### src/rtl/refsw_pkg.sv
package refsw_pkg;

  // Encoding: bit 0 = reference B chosen, bit 1 = in holdover
  typedef enum logic [1:0] {
    ST_ON_A   = 2'b00,
    ST_ON_B   = 2'b01,
    ST_HOLD_A = 2'b10,
    ST_HOLD_B = 2'b11
  } refsw_st_e;

  typedef struct packed {
    logic hold;
    logic ref_b;
  } refsw_pick_t;

  localparam int unsigned NUM_PATH  = 2;
  localparam int unsigned PATH_SEL  = 0;
  localparam int unsigned PATH_HOLD = 1;

  function automatic refsw_pick_t st_to_pick(refsw_st_e st);
    refsw_pick_t p;
    p.ref_b = st[0];
    p.hold  = st[1];
    return p;
  endfunction

endpackage

### src/rtl/refsw_auto_fsm.sv
module refsw_auto_fsm
  import refsw_pkg::*;
(
  input  logic        clk,
  input  logic        rst_n,
  input  logic        ok_a,
  input  logic        ok_b,
  output refsw_pick_t pick_d,
  output refsw_pick_t pick_q
);

  refsw_st_e st_q;
  refsw_st_e st_d;
  logic      st_en;

  always_comb begin
    st_d = st_q;
    unique case (st_q)
      ST_ON_A: begin
        if (!ok_a) begin
          if (ok_b) st_d = ST_ON_B;
          else      st_d = ST_HOLD_A;
        end
      end
      ST_ON_B: begin
        if (!ok_b) begin
          if (ok_a) st_d = ST_ON_A;
          else      st_d = ST_HOLD_B;
        end
      end
      ST_HOLD_A, ST_HOLD_B: begin
        if (ok_a)      st_d = ST_ON_A;
        else if (ok_b) st_d = ST_ON_B;
      end
      default: st_d = ST_ON_A;
    endcase
  end

  assign st_en = (st_d != st_q);

  always_ff @(posedge clk or negedge rst_n) begin
    if (!rst_n) begin
      st_q <= ST_ON_A;
    end else if (st_en) begin
      st_q <= st_d;
    end
  end

  assign pick_d = st_to_pick(st_d);
  assign pick_q = st_to_pick(st_q);

endmodule

### src/rtl/refsw_path.sv
module refsw_path (
  input  logic clk,
  input  logic rst_n,
  input  logic auto_en,
  input  logic ovr_en,
  input  logic ovr_val,
  input  logic pin_in,
  input  logic mach_d,
  input  logic mach_q,
  output logic pin_out,
  output logic pin_oe,
  output logic act_q,
  output logic chg_stb
);

  logic mach_pick;
  logic act_d;
  logic act_en;
  logic stb_d;

  always_comb begin
    mach_pick = auto_en ? mach_d : pin_in;
    act_d     = ovr_en ? ovr_val : mach_pick;
    act_en    = (act_d != act_q);
    stb_d     = act_en;
  end

  always_ff @(posedge clk or negedge rst_n) begin
    if (!rst_n) begin
      act_q <= 1'b0;
    end else if (act_en) begin
      act_q <= act_d;
    end
  end

  always_ff @(posedge clk or negedge rst_n) begin
    if (!rst_n) begin
      chg_stb <= 1'b0;
    end else begin
      chg_stb <= stb_d;
    end
  end

  assign pin_out = mach_q;
  assign pin_oe  = auto_en;

endmodule

### src/rtl/refsw_ctrl.sv
module refsw_ctrl
  import refsw_pkg::*;
(
  input  logic clk,
  input  logic rst_n,
  input  logic ref_a_ok,
  input  logic ref_b_ok,
  input  logic auto_sel_en,
  input  logic auto_hold_en,
  input  logic sel_ovr_en,
  input  logic hold_ovr_en,
  input  logic force_ref_b,
  input  logic force_hold,
  input  logic sel_pin_i,
  output logic sel_pin_o,
  output logic sel_pin_oe,
  input  logic hold_pin_i,
  output logic hold_pin_o,
  output logic hold_pin_oe,
  output logic act_ref_b,
  output logic act_hold,
  output logic sel_chg_stb,
  output logic hold_chg_stb
);

  refsw_pick_t fsm_d;
  refsw_pick_t fsm_q;

  logic [NUM_PATH-1:0] p_auto;
  logic [NUM_PATH-1:0] p_ovr;
  logic [NUM_PATH-1:0] p_force;
  logic [NUM_PATH-1:0] p_pin_in;
  logic [NUM_PATH-1:0] p_mach_d;
  logic [NUM_PATH-1:0] p_mach_q;
  logic [NUM_PATH-1:0] p_pin_out;
  logic [NUM_PATH-1:0] p_pin_oe;
  logic [NUM_PATH-1:0] p_act;
  logic [NUM_PATH-1:0] p_stb;

  refsw_auto_fsm u_fsm (
    .clk    (clk),
    .rst_n  (rst_n),
    .ok_a   (ref_a_ok),
    .ok_b   (ref_b_ok),
    .pick_d (fsm_d),
    .pick_q (fsm_q)
  );

  always_comb begin
    p_auto[PATH_SEL]    = auto_sel_en;
    p_ovr[PATH_SEL]     = sel_ovr_en;
    p_force[PATH_SEL]   = force_ref_b;
    p_pin_in[PATH_SEL]  = sel_pin_i;
    p_mach_d[PATH_SEL]  = fsm_d.ref_b;
    p_mach_q[PATH_SEL]  = fsm_q.ref_b;
    p_auto[PATH_HOLD]   = auto_hold_en;
    p_ovr[PATH_HOLD]    = hold_ovr_en;
    p_force[PATH_HOLD]  = force_hold;
    p_pin_in[PATH_HOLD] = hold_pin_i;
    p_mach_d[PATH_HOLD] = fsm_d.hold;
    p_mach_q[PATH_HOLD] = fsm_q.hold;
  end

  for (genvar gi = 0; gi < NUM_PATH; gi++) begin : g_path
    refsw_path u_path (
      .clk     (clk),
      .rst_n   (rst_n),
      .auto_en (p_auto[gi]),
      .ovr_en  (p_ovr[gi]),
      .ovr_val (p_force[gi]),
      .pin_in  (p_pin_in[gi]),
      .mach_d  (p_mach_d[gi]),
      .mach_q  (p_mach_q[gi]),
      .pin_out (p_pin_out[gi]),
      .pin_oe  (p_pin_oe[gi]),
      .act_q   (p_act[gi]),
      .chg_stb (p_stb[gi])
    );
  end

  assign sel_pin_o    = p_pin_out[PATH_SEL];
  assign sel_pin_oe   = p_pin_oe[PATH_SEL];
  assign hold_pin_o   = p_pin_out[PATH_HOLD];
  assign hold_pin_oe  = p_pin_oe[PATH_HOLD];
  assign act_ref_b    = p_act[PATH_SEL];
  assign act_hold     = p_act[PATH_HOLD];
  assign sel_chg_stb  = p_stb[PATH_SEL];
  assign hold_chg_stb = p_stb[PATH_HOLD];

endmodule

### config.mk
export PLATFORM = sky130hd
export DESIGN_NAME = refsw_ctrl
export DESIGN_NICKNAME = d
export VERILOG_FILES = /design/src/rtl/refsw_pkg.sv /design/src/rtl/refsw_auto_fsm.sv /design/src/rtl/refsw_path.sv /design/src/rtl/refsw_ctrl.sv
export SDC_FILE = /design/constraint.sdc
export NUM_CORES = 1
export LEC_CHECK = 0
export ABC_AREA = 1
export BUFFER_PORTS_ARGS = -buffer_cell sky130_fd_sc_hd__buf_2
export CORE_AREA = 3 3 40 42
export CTS_CLUSTER_DIAMETER = 120
export DETAILED_ROUTE_END_ITERATION = 8
export DIE_AREA = 0 0 43 45
export PLACE_DENSITY = 0.58
export RECOVER_POWER = 50
export SYNTH_ARGS = -nofsm -noshare
export SYNTH_HDL_FRONTEND = slang
export SYNTH_SLANG_ARGS = --single-unit
### constraint.sdc
create_clock -name clk -period 1.7 [get_ports clk]
set_input_delay 0.17 -clock clk [delete_from_list [all_inputs] [get_ports clk]]
set_output_delay 0.17 -clock clk [all_outputs]
set_load 0.005 [all_outputs]
==> flow_metrics.py <==
metrics = {
    "sta": {
        "rsz0062_at_grt": "no",
        "max_freq_mhz": 1060,
        "relSlewSlack_pct": 77.4,
        "finalMaxSlewViolations": 0,
        "hold_violations": 0,
        "setup_violations": 0,
        "layout_setup_ws_ps": 761,
        "skew_ps": 2.25,
        "tightest_slew_ps": 338,
        "setup-tns-final_ps": 0,
        "post-route-period-util_pct": 55.2,
        "fin_crit_ps": 939,
    },
    "power": {
        "power_mw": 0.359,
        "ir_drop_uv": 377,
        "power_density_nw_per_um2": 891,
        "p_leak_nw": 0.244,
    },
    "placed_design": {
        "preCtsSetupSlack_ps": 760,
        "dp_hpwl_um": 501,
        "io_buffers": 19,
        "place_area_um2": 380,
        "place_congestion": 0.597,
    },
    "critical_path": {
        "start_kind": "flop",
        "cpMaxStageDelayCell": "dfrtp_1",
        "critPathRequiredTime_ps": 1830,
        "crit_fanout": 2,
        "cp.arrival_ps": 1070,
        "cp_slowest_stage_delay_ps": 370,
        "critPathTopFamily": "simple AND/OR/NAND/NOR gates",
        "cp_num_cells": 8,
        "path_buf_inv": 1,
        "crit_chain": "inv_1, nand2_1, nand2_1, nand2_1, nand2_1, nand2_1, nand2_1, nand2_1",
        "end_kind": "flop",
        "worstSetupPathType": "flop to flop",
        "r2r_cells": 8,
        "cpMostUsedCell": "nand2_1",
    },
    "cts": {
        "clk_pin_slew_ps": 40,
        "postCtsSetupRepairBufs": 0,
        "numCtsBuffers": 3,
        "cts_max_path_buffers": 2,
        "h-tree-depth": 1,
        "clock_latency_ps": 240,
        "cts_sinks": 6,
        "cts_tree": "yes",
        "clock-root-buffer": "clkbuf_4",
        "post_cts_resized": 0,
    },
    "global_route": {
        "grt_start_max_net_pins": 7,
        "grt_usage_pct": 7.12,
        "antenna_found_initial": 0,
        "grt_pass1_vias": 231,
        "grt-ovfl-total": 0,
        "globalRouteMet1Util_pct": 7.62,
        "grt_pass1_wl_um": 931,
        "gr-usage-met3_pct": 3.98,
        "grt_use_met2_pct": 9.58,
        "grt.busiest_layer": "met2",
    },
    "routing": {
        "drt_pass1_iterations": 1,
        "wire_per_inst_um": 8.46,
        "ant_nets": 0,
        "vias": 265,
        "vias_per_cell": 3.73,
        "wl_um": 601,
        "route.detailed.drc": 0,
        "drtIter0Drc": 0,
    },
    "min_path": {
        "holdPathStages": 2,
        "hold_class": "input pin to flop",
    },
    "logic_synthesis": {
        "yosys_register_bits": 6,
        "netlist_instances": 35,
        "ys_warn_count": 0,
        "syn_area_um2": 282,
        "synthesis.nets": 47,
        "ys_seq_area_share_pct": 53.3,
        "yosysUniqueCellTypes": 10,
        "synth.avg_cell_area_um2": 8.04,
    },
    "floorplan": {
        "die_w_um": 43,
        "rows": 13,
        "io_pins": 20,
        "core-area_um2": 1280,
        "die_area_um2": 1940,
        "initial_core_util_pct": 21.9,
        "dieHeight_um": 45,
    },
    "final_layout": {
        "area.growth.synth_to_final_pct": 43.1,
        "fillers": 147,
        "n_antenna_cell": 0,
        "layout_common_cells": "16 x buf_2, 12 x nand2_1, 7 x inv_1, 6 x dfrtp_1, 4 x nor2_1",
        "drive_gt1_share_pct": 33.9,
        "layout_commonest_cell": "buf_2",
        "finalInstanceArea_um2": 403,
        "fin_nets": 70,
    },
    "flow_run": {
        "cap_violations": 0,
    },
    "run_status": {
        "status": "finished clean",
    },
}
## final cells by class
class | count | area [um2] | area share (%)
Inverter | 7 | 26.3 | 6.52
Timing Repair Buffer | 20 | 101 | 25.2
Tap cell | 15 | 18.8 | 4.66
Sequential cell | 6 | 150 | 37.3
Multi-Input combinational cell | 20 | 83.8 | 20.8
Clock buffer | 3 | 22.5 | 5.59
## report_power, final
group	internal [mW]	leakage, nW	switching, mW
Sequential	0.159	0.0725	0.00644
Combinational	0.0320	0.158	0.0327
Clock	0.0797	0.0138	0.0493
## sequential cells by signal, indices dropped and copies added (netlist names)
register and cells:
g_path.u_path.act_q 2, g_path.u_path.chg_stb 2, u_fsm.pick_q 2
## synthesized netlist by cell type
cell type,count,area [um2]
xor2_1,1,8.76
a21oi_2,1,8.76
nor2_2,1,6.26
dfrtp_1,6,150
nor2_1,3,11.3
buf_4,2,15.0
inv_1,7,26.3
a21oi_1,1,5.00
nand2_1,12,45.0
nand3_1,1,5.00
## timing repair
| action | in CTS | in global routing |
|---|---|---|
| hold buffers | 1 | 0 |
| endpoints found under the setup margin | 0 | 0 |
| hold endpoints to repair | 6 | 0 |
## logic make-up after synthesis
logic type	count (synthesis)	share of synthesized area [%]
buf+inv	9	14.7
simple gates	17	24.0
xor+xnor	1	3.11
compound gates	2	4.89
flops	6	53.3
## worst paths after layout
path	start	endpoint	slack [ps]
min in group asynchronous	rst_n	g_path[0].u_path.act_q	330
max in group asynchronous	rst_n	g_path[1].u_path.act_q	1120
min reg2reg	g_path[1].u_path.act_q	g_path[1].u_path.chg_stb	480
max	u_fsm.pick_q[0]	g_path[0].u_path.chg_stb	760
max reg2reg	u_fsm.pick_q[0]	g_path[0].u_path.chg_stb	760
min	ref_a_ok	u_fsm.pick_q[1]	130
## through the flow
stage	hold slack (ps)	util (%)	std cells
final	127	31.4	71
after global routing	120	31.4	71
after detailed placement	2.55	29.6	67
after global placement	1.75	29.6	67
after CTS	114	32.1	71
after floorplan	-126	-	35
## layer usage
layer | wire length, um | vias up
li1 | - | 142
met1 | 240 | 108
met2 | 268 | 11
met3 | 70 | 4
met4 | 21 | 0
met5 | 0 | -
Note: power is estimated with default switching activity, not from simulation.
